File: src/rtl/sic_pkg.sv
package sic_pkg;
  typedef enum logic [2:0] {
    ST_IDLE, ST_SETTLE, ST_STROBE, ST_GAP, ST_DONE
  } sic_state_t;

  // N * sum(x^2) - (sum x)^2 : N^2 times the population variance
  function automatic logic [63:0] spread_f(input logic [63:0] n,
                                           input logic [63:0] s,
                                           input logic [63:0] q);
    return n * q - s * s;
  endfunction

  // threshold on standard deviation, moved into spread units
  function automatic logic [63:0] limit_f(input logic [63:0] n,
                                          input logic [63:0] t);
    return (t * n) * (t * n);
  endfunction
endpackage

File: src/rtl/sic_row_seq.sv
module sic_row_seq
  import sic_pkg::*;
#(
  parameter int N_ROWS = 8,
  parameter int SW     = 8,
  localparam int RW    = $clog2(N_ROWS)
) (
  input  logic              clk,
  input  logic              rst_n,
  input  logic              start,
  input  logic [SW-1:0]     settle_cycles,
  output logic [N_ROWS-1:0] row_sel,
  output logic [RW-1:0]     row_idx,
  output logic              strobe,
  output logic              busy,
  output logic              done,
  output logic              clr
);
  sic_state_t    state;
  logic [SW-1:0] cnt;
  logic          last_row;

  assign last_row = (row_idx == RW'(N_ROWS - 1));
  assign clr      = (state == ST_IDLE) && start;
  assign strobe   = (state == ST_STROBE);
  assign done     = (state == ST_DONE);
  assign busy     = (state == ST_SETTLE) || (state == ST_STROBE) || (state == ST_GAP);
  assign row_sel  = ((state == ST_SETTLE) || (state == ST_STROBE))
                    ? (N_ROWS'(1) << row_idx) : '0;

  always_ff @(posedge clk or negedge rst_n) begin
    if (!rst_n) begin
      state   <= ST_IDLE;
      row_idx <= '0;
      cnt     <= '0;
    end else begin
      case (state)
        ST_IDLE: if (start) begin
          state   <= ST_SETTLE;
          row_idx <= '0;
          cnt     <= '0;
        end
        ST_SETTLE: begin
          if (cnt >= settle_cycles) state <= ST_STROBE;
          else cnt <= cnt + SW'(1);
        end
        ST_STROBE: state <= ST_GAP;
        ST_GAP: begin
          if (last_row) state <= ST_DONE;
          else begin
            row_idx <= row_idx + RW'(1);
            cnt     <= '0;
            state   <= ST_SETTLE;
          end
        end
        default: state <= ST_IDLE;
      endcase
    end
  end
endmodule

File: src/rtl/sic_accum.sv
module sic_accum #(
  parameter int N_ROWS = 8,
  parameter int N_OUT  = 2,
  parameter int DW     = 8,
  localparam int RW    = $clog2(N_ROWS),
  localparam int SUMW  = DW + RW,
  localparam int SQW   = 2 * DW + RW
) (
  input  logic                  clk,
  input  logic                  rst_n,
  input  logic                  clr,
  input  logic                  strobe,
  input  logic [RW-1:0]         row_idx,
  input  logic [N_OUT*DW-1:0]   act_in,
  input  logic [RW-1:0]         rd_row,
  output logic [N_OUT*DW-1:0]   rd_data,
  output logic [N_OUT*SUMW-1:0] sum_flat,
  output logic [N_OUT*SQW-1:0]  sumsq_flat
);
  for (genvar o = 0; o < N_OUT; o++) begin : g_out
    logic [DW-1:0]   samp_buf [N_ROWS];
    logic [SUMW-1:0] sum_q;
    logic [SQW-1:0]  sumsq_q;
    logic [DW-1:0]   x;

    assign x = act_in[o*DW +: DW];

    always_ff @(posedge clk or negedge rst_n) begin
      if (!rst_n) begin
        sum_q   <= '0;
        sumsq_q <= '0;
      end else if (clr) begin
        sum_q   <= '0;
        sumsq_q <= '0;
      end else if (strobe) begin
        sum_q   <= sum_q + SUMW'(x);
        sumsq_q <= sumsq_q + SQW'(x) * SQW'(x);
      end
    end

    always_ff @(posedge clk) begin
      if (strobe) samp_buf[row_idx] <= x;
    end

    assign rd_data[o*DW +: DW]        = samp_buf[rd_row];
    assign sum_flat[o*SUMW +: SUMW]   = sum_q;
    assign sumsq_flat[o*SQW +: SQW]   = sumsq_q;
  end
endmodule

File: src/rtl/sic_decide.sv
module sic_decide
  import sic_pkg::*;
#(
  parameter int N_ROWS = 8,
  parameter int N_OUT  = 2,
  parameter int DW     = 8,
  localparam int RW    = $clog2(N_ROWS),
  localparam int CW    = $clog2(N_OUT),
  localparam int SUMW  = DW + RW,
  localparam int SQW   = 2 * DW + RW,
  localparam int VW    = 2 * (DW + RW)
) (
  input  logic [N_OUT*SUMW-1:0] sum_flat,
  input  logic [N_OUT*SQW-1:0]  sumsq_flat,
  input  logic [DW-1:0]         thresh,
  output logic [N_OUT*DW-1:0]   mean_flat,
  output logic [N_OUT*VW-1:0]   unc_flat,
  output logic [CW-1:0]         class_idx,
  output logic                  abstain
);
  logic [VW-1:0] limit;
  logic [VW-1:0] best_unc;

  for (genvar o = 0; o < N_OUT; o++) begin : g_stat
    assign mean_flat[o*DW +: DW] = DW'(sum_flat[o*SUMW +: SUMW] >> RW);
    assign unc_flat[o*VW +: VW]  = VW'(spread_f(64'(N_ROWS),
                                                 64'(sum_flat[o*SUMW +: SUMW]),
                                                 64'(sumsq_flat[o*SQW +: SQW])));
  end

  always_comb begin
    logic [SUMW-1:0] best_sum;
    class_idx = '0;
    best_sum  = sum_flat[0 +: SUMW];
    for (int o = 1; o < N_OUT; o++) begin
      if (sum_flat[o*SUMW +: SUMW] > best_sum) begin
        best_sum  = sum_flat[o*SUMW +: SUMW];
        class_idx = CW'(o);
      end
    end
  end

  assign limit    = VW'(limit_f(64'(N_ROWS), 64'(thresh)));
  assign best_unc = unc_flat[class_idx*VW +: VW];
  assign abstain  = (best_unc > limit);
endmodule

File: src/rtl/sample_infer_ctrl.sv
module sample_infer_ctrl #(
  parameter int N_ROWS = 8,
  parameter int N_OUT  = 2,
  parameter int DW     = 8,
  parameter int SW     = 8,
  localparam int RW    = $clog2(N_ROWS),
  localparam int CW    = $clog2(N_OUT),
  localparam int VW    = 2 * (DW + RW)
) (
  input  logic                clk,
  input  logic                rst_n,
  input  logic                start,
  input  logic [SW-1:0]       settle_cycles,
  input  logic [DW-1:0]       thresh,
  input  logic [N_OUT*DW-1:0] act_in,
  input  logic [RW-1:0]       samp_addr,
  output logic [N_ROWS-1:0]   row_sel,
  output logic                sample_strobe,
  output logic                busy,
  output logic                res_valid,
  output logic [N_OUT*DW-1:0] samp_data,
  output logic [N_OUT*DW-1:0] mean_out,
  output logic [N_OUT*VW-1:0] unc_out,
  output logic [CW-1:0]       class_out,
  output logic                abstain
);
  localparam int SUMW = DW + RW;
  localparam int SQW  = 2 * DW + RW;

  logic [RW-1:0]         row_idx;
  logic                  clr;
  logic [N_OUT*SUMW-1:0] sum_flat;
  logic [N_OUT*SQW-1:0]  sumsq_flat;

  sic_row_seq #(.N_ROWS(N_ROWS), .SW(SW)) u_seq (
    .clk(clk), .rst_n(rst_n), .start(start), .settle_cycles(settle_cycles),
    .row_sel(row_sel), .row_idx(row_idx), .strobe(sample_strobe),
    .busy(busy), .done(res_valid), .clr(clr)
  );

  sic_accum #(.N_ROWS(N_ROWS), .N_OUT(N_OUT), .DW(DW)) u_acc (
    .clk(clk), .rst_n(rst_n), .clr(clr), .strobe(sample_strobe),
    .row_idx(row_idx), .act_in(act_in), .rd_row(samp_addr),
    .rd_data(samp_data), .sum_flat(sum_flat), .sumsq_flat(sumsq_flat)
  );

  sic_decide #(.N_ROWS(N_ROWS), .N_OUT(N_OUT), .DW(DW)) u_dec (
    .sum_flat(sum_flat), .sumsq_flat(sumsq_flat), .thresh(thresh),
    .mean_flat(mean_out), .unc_flat(unc_out), .class_idx(class_out),
    .abstain(abstain)
  );
endmodule

File: config.mk
export PLATFORM = sky130hd
export DESIGN_NAME = sample_infer_ctrl
export DESIGN_NICKNAME = d
export VERILOG_FILES = /design/src/rtl/sic_pkg.sv /design/src/rtl/sic_row_seq.sv /design/src/rtl/sic_accum.sv /design/src/rtl/sic_decide.sv /design/src/rtl/sample_infer_ctrl.sv
export SDC_FILE = /design/constraint.sdc
export NUM_CORES = 1
export LEC_CHECK = 0
export BUFFER_PORTS_ARGS = -buffer_cell sky130_fd_sc_hd__buf_2
export CAP_MARGIN = 20
export CELL_PAD_IN_SITES_DETAIL_PLACEMENT = 0
export CELL_PAD_IN_SITES_GLOBAL_PLACEMENT = 2
export CORE_MARGIN = 4
export CORE_UTILIZATION = 45
export CTS_BUF_LIST = sky130_fd_sc_hd__clkbuf_8 sky130_fd_sc_hd__clkbuf_16
export DETAILED_ROUTE_END_ITERATION = 10
export PLACE_DENSITY = 0.84
export SKIP_LAST_GASP = 1
export SYNTH_ARGS = -nofsm -noshare
export SYNTH_HDL_FRONTEND = slang
export SYNTH_SLANG_ARGS = --single-unit
File: constraint.sdc
create_clock -name clk -period 20.8 [get_ports clk]
set_input_delay 5.2 -clock clk [delete_from_list [all_inputs] [get_ports clk]]
set_output_delay 5.2 -clock clk [all_outputs]
set_load 0.01 [all_outputs]
==> results.json <==
{
  "post_cts_resized": 0,
  "finalWorstPathRequiredPeriod_ns": 15.72,
  "grt_pass1_vias": 17320,
  "postPlaceCellArea_mm2": 0.02452,
  "dp.final_hpwl_um": 42030,
  "top_level_ports": 127,
  "post-place-ws_ns": 5.065,
  "critPathCaptureType": "primary output",
  "synth_edf_count": 128,
  "critPathBufInv": 6,
  "min_path_type": "reg -> reg",
  "criticalPathCategory": "in -> out",
  "yosysTopAreaCellShare": 0.2283,
  "total_cts_buffers": 22,
  "drive_gt1_frac": 0.1025,
  "via_cell_ratio": 5.181,
  "worstPathRequired_ns": 15.60,
  "yosysSeqAreaShare": 0.2451,
  "cts_post_setup_buffers_inserted": 0,
  "h-tree-depth": 1,
  "postLayoutSetupSlackWorst_ns": 5.078,
  "worst_path_top_cell_family_by_delay": "adder cells",
  "grt_setup_unrepaired": "no",
  "drtAntennaViolNets": 0,
  "route.detailed.drc": 0,
  "crit_path_max_incr_delay_ns": 0.52,
  "postSynth.topFlopCell": "sky130_fd_sc_hd__edfxtp_1",
  "yosysTopAreaCell": "sky130_fd_sc_hd__fa_1",
  "layoutNonFillerInstCount": 3119,
  "yosys_warnings": 0,
  "die_area_mm2": 0.05534,
  "setup_violations": 0,
  "clk_transition_reported_paths_ns": 0.06,
  "synth_cell_count_leaders": "sky130_fd_sc_hd__inv_1 (487), sky130_fd_sc_hd__ha_1 (277), sky130_fd_sc_hd__fa_1 (265)",
  "clock_sinks": 202,
  "first_pass_iters": 5,
  "grt_first_pass_wirelength_um": 89890,
  "dp.cells": 3079,
  "ys_async_sr_fraction": 0.3663,
  "layout.nets": 3003,
  "die-width_um": 235.2,
  "crit_fanout": 10,
  "fin_setup_tns_ns": 0,
  "setup.worst_path.start_class": "input port",
  "synthesis_to_finish_area_growth_pct": 8.502,
  "rows": 83,
  "routed_wire_length_per_instance_um": 17.11,
  "synthDistinctLibCells": 67,
  "syn_avg_cell_area_um2": 9.926,
  "post-route-cell-area_mm2": 0.02521,
  "timing_worst_slew_pin_value_ns": 1.073,
  "worstPathArrival_ns": 10.52,
  "tritoncts_clock_tree": "done",
  "mappedNetlistArea_mm2": 0.02324,
  "highest-signal-layer": "met5",
  "slowest_stage": "sky130_fd_sc_hd__fa_1",
  "pin_count_of_the_biggest_net_entering_global_routing": 68,
  "timing_hold_violations_final": 0,
  "max_clock_freq_mhz": 63.61,
  "floorplan.core_area_mm2": 0.05120,
  "most_frequent_cell_after_synthesis": "sky130_fd_sc_hd__inv_1",
  "routabilityCongestion": 0.8317,
  "global_route.overflow_total": 0,
  "post_route_clock_period_utilization": 0.7559,
  "skew_ns": 0.02013,
  "detail_route.wirelength.met1_um": 24150,
  "n_antenna_cell": 0,
  "port_buffers": 126,
  "postSynthCellCount": 2341,
  "cts_buffer_depth": 3,
  "maxCapViolCount": 0,
  "first_iter_violations": 761,
  "wl_met2_um": 26660,
  "cts_hold_buf": 0,
  "die-height_um": 235.2,
  "grt_antenna_before_repair": 1,
  "clock-root-buffer": "sky130_fd_sc_hd__clkbuf_16",
  "detail_route.wirelength_um": 53350,
  "synth-seq-cells": 202,
  "wl_met3_um": 1484,
  "initial_core_util": 0.4539,
  "synth_top_cells_by_area": "sky130_fd_sc_hd__fa_1 (23%), sky130_fd_sc_hd__edfxtp_1 (17%), sky130_fd_sc_hd__ha_1 (15%)",
  "final-max-slew-violation-count": 0,
  "slew_headroom": 0.2840,
  "status": "complete, no violations",
  "worst_skew_pair_latency_ns": 0.52,
  "dr_total_vias": 16160,
  "groute.usage.overall": 0.1977
}
-- layout make-up --
| cell class | instances | area (µm²) |
|---|---|---|
| multi-input cells | 1573 | 15430 |
| fillers | 4772 | 25980 |
| clock buffers | 22 | 550.5 |
| clock inverters | 18 | 146.4 |
| inverters | 488 | 1832 |
| flip-flops and latches | 202 | 5695 |
| repair buffers | 136 | 708.2 |
| well taps | 680 | 850.8 |
-- worst reg2reg max path: stages, from the launching register on --
cell                      delay, ns
sky130_fd_sc_hd__dfrtp_1       0.34
sky130_fd_sc_hd__inv_1         0.10
sky130_fd_sc_hd__fa_1          0.55
sky130_fd_sc_hd__inv_1         0.06
sky130_fd_sc_hd__fa_1          0.45
sky130_fd_sc_hd__ha_1          0.29
sky130_fd_sc_hd__inv_1         0.05
sky130_fd_sc_hd__fa_1          0.47
sky130_fd_sc_hd__inv_1         0.06
sky130_fd_sc_hd__fa_1          0.40
sky130_fd_sc_hd__a21o_1        0.20
sky130_fd_sc_hd__a21oi_1       0.21
sky130_fd_sc_hd__nor2b_1       0.08
sky130_fd_sc_hd__o21a_1        0.20
sky130_fd_sc_hd__o41ai_2       0.46
sky130_fd_sc_hd__o21ai_0       0.24
sky130_fd_sc_hd__o31ai_1       0.34
sky130_fd_sc_hd__xor2_1        0.18
sky130_fd_sc_hd__o21ai_0       0.08
-- sequential cells by signal, summed over array words and instances, names as in the netlist --
signal	count
u_acc.g_out.samp_buf	128
u_acc.g_out.sum_q	22
u_acc.g_out.sumsq_q	38
u_seq.cnt	8
u_seq.row_idx	3
u_seq.state	3
-- layout by cell type (no fill, tap or decap), drive strengths merged, types with 9 or more instances in the layout --
cell / n
edfxtp: 128
clkinv: 11
nor2: 122
ha: 277
nand2: 208
nand3: 44
dfrtp: 74
and2: 63
mux2: 30
nor3: 29
clkbuf: 22
a21o: 36
a21oi: 87
fa: 265
inv: 493
nor2b: 26
o21ai: 69
xnor2: 74
mux4: 32
buf: 136
xor2: 42
nand2b: 13
a211oi: 10
o31ai: 9
a31oi: 12
and3: 17
-- final timing paths --
| check | end | start | cells after the start | slack (ns) |
|---|---|---|---|---|
| max in group asynchronous | u_acc.g_out[1].sumsq_q[4] | rst_n | 2 | 15.18 |
| min in group asynchronous | u_acc.g_out[0].sumsq_q[11] | rst_n | 1 | 4.50 |
| max | abstain | thresh[0] | 26 | 5.08 |
| min reg2reg | u_acc.g_out[0].sumsq_q[7] | u_acc.g_out[0].sumsq_q[7] | 2 | 0.51 |
| min | u_acc.g_out[0].sumsq_q[7] | u_acc.g_out[0].sumsq_q[7] | 2 | 0.51 |
| max reg2reg | u_acc.g_out[0].sumsq_q[15] | u_acc.g_out[0].sumsq_q[4] | 18 | 15.90 |
-- stage by stage --
step / util / hold WS, ns
after floorplan: - / 0.4688
after global placement: 0.4788 / 0.4876
after detailed placement: 0.4788 / 0.4997
after CTS: 0.4925 / 0.5147
after global routing: 0.4925 / 0.5339
final: 0.4925 / 0.5060
-- logic make-up (layout without fill, tap and decap cells) --
logic type / after synthesis / count (layout) / share of synthesized area
compound gates: 288 / 288 / 0.07953
xor+xnor: 116 / 116 / 0.04372
fa+ha+maj: 542 / 542 / 0.3774
buf+inv: 567 / 664 / 0.09423
flops: 202 / 202 / 0.2451
mux: 70 / 70 / 0.04900
other cells: 1 / 2 / 0.0001614
simple gates: 555 / 555 / 0.1108
-- per-layer routing --
metal / track usage / vias to the layer above
li1: - / 7732
met1: 0.2711 / 8123
met2: 0.3491 / 244
met3: 0.01769 / 59
met4: 0.03470 / 2
met5: 0 / -
Power is left out: the tool's default activity adds up to more than one toggle a clock period on the data nets, which glitch-free logic cannot reach.
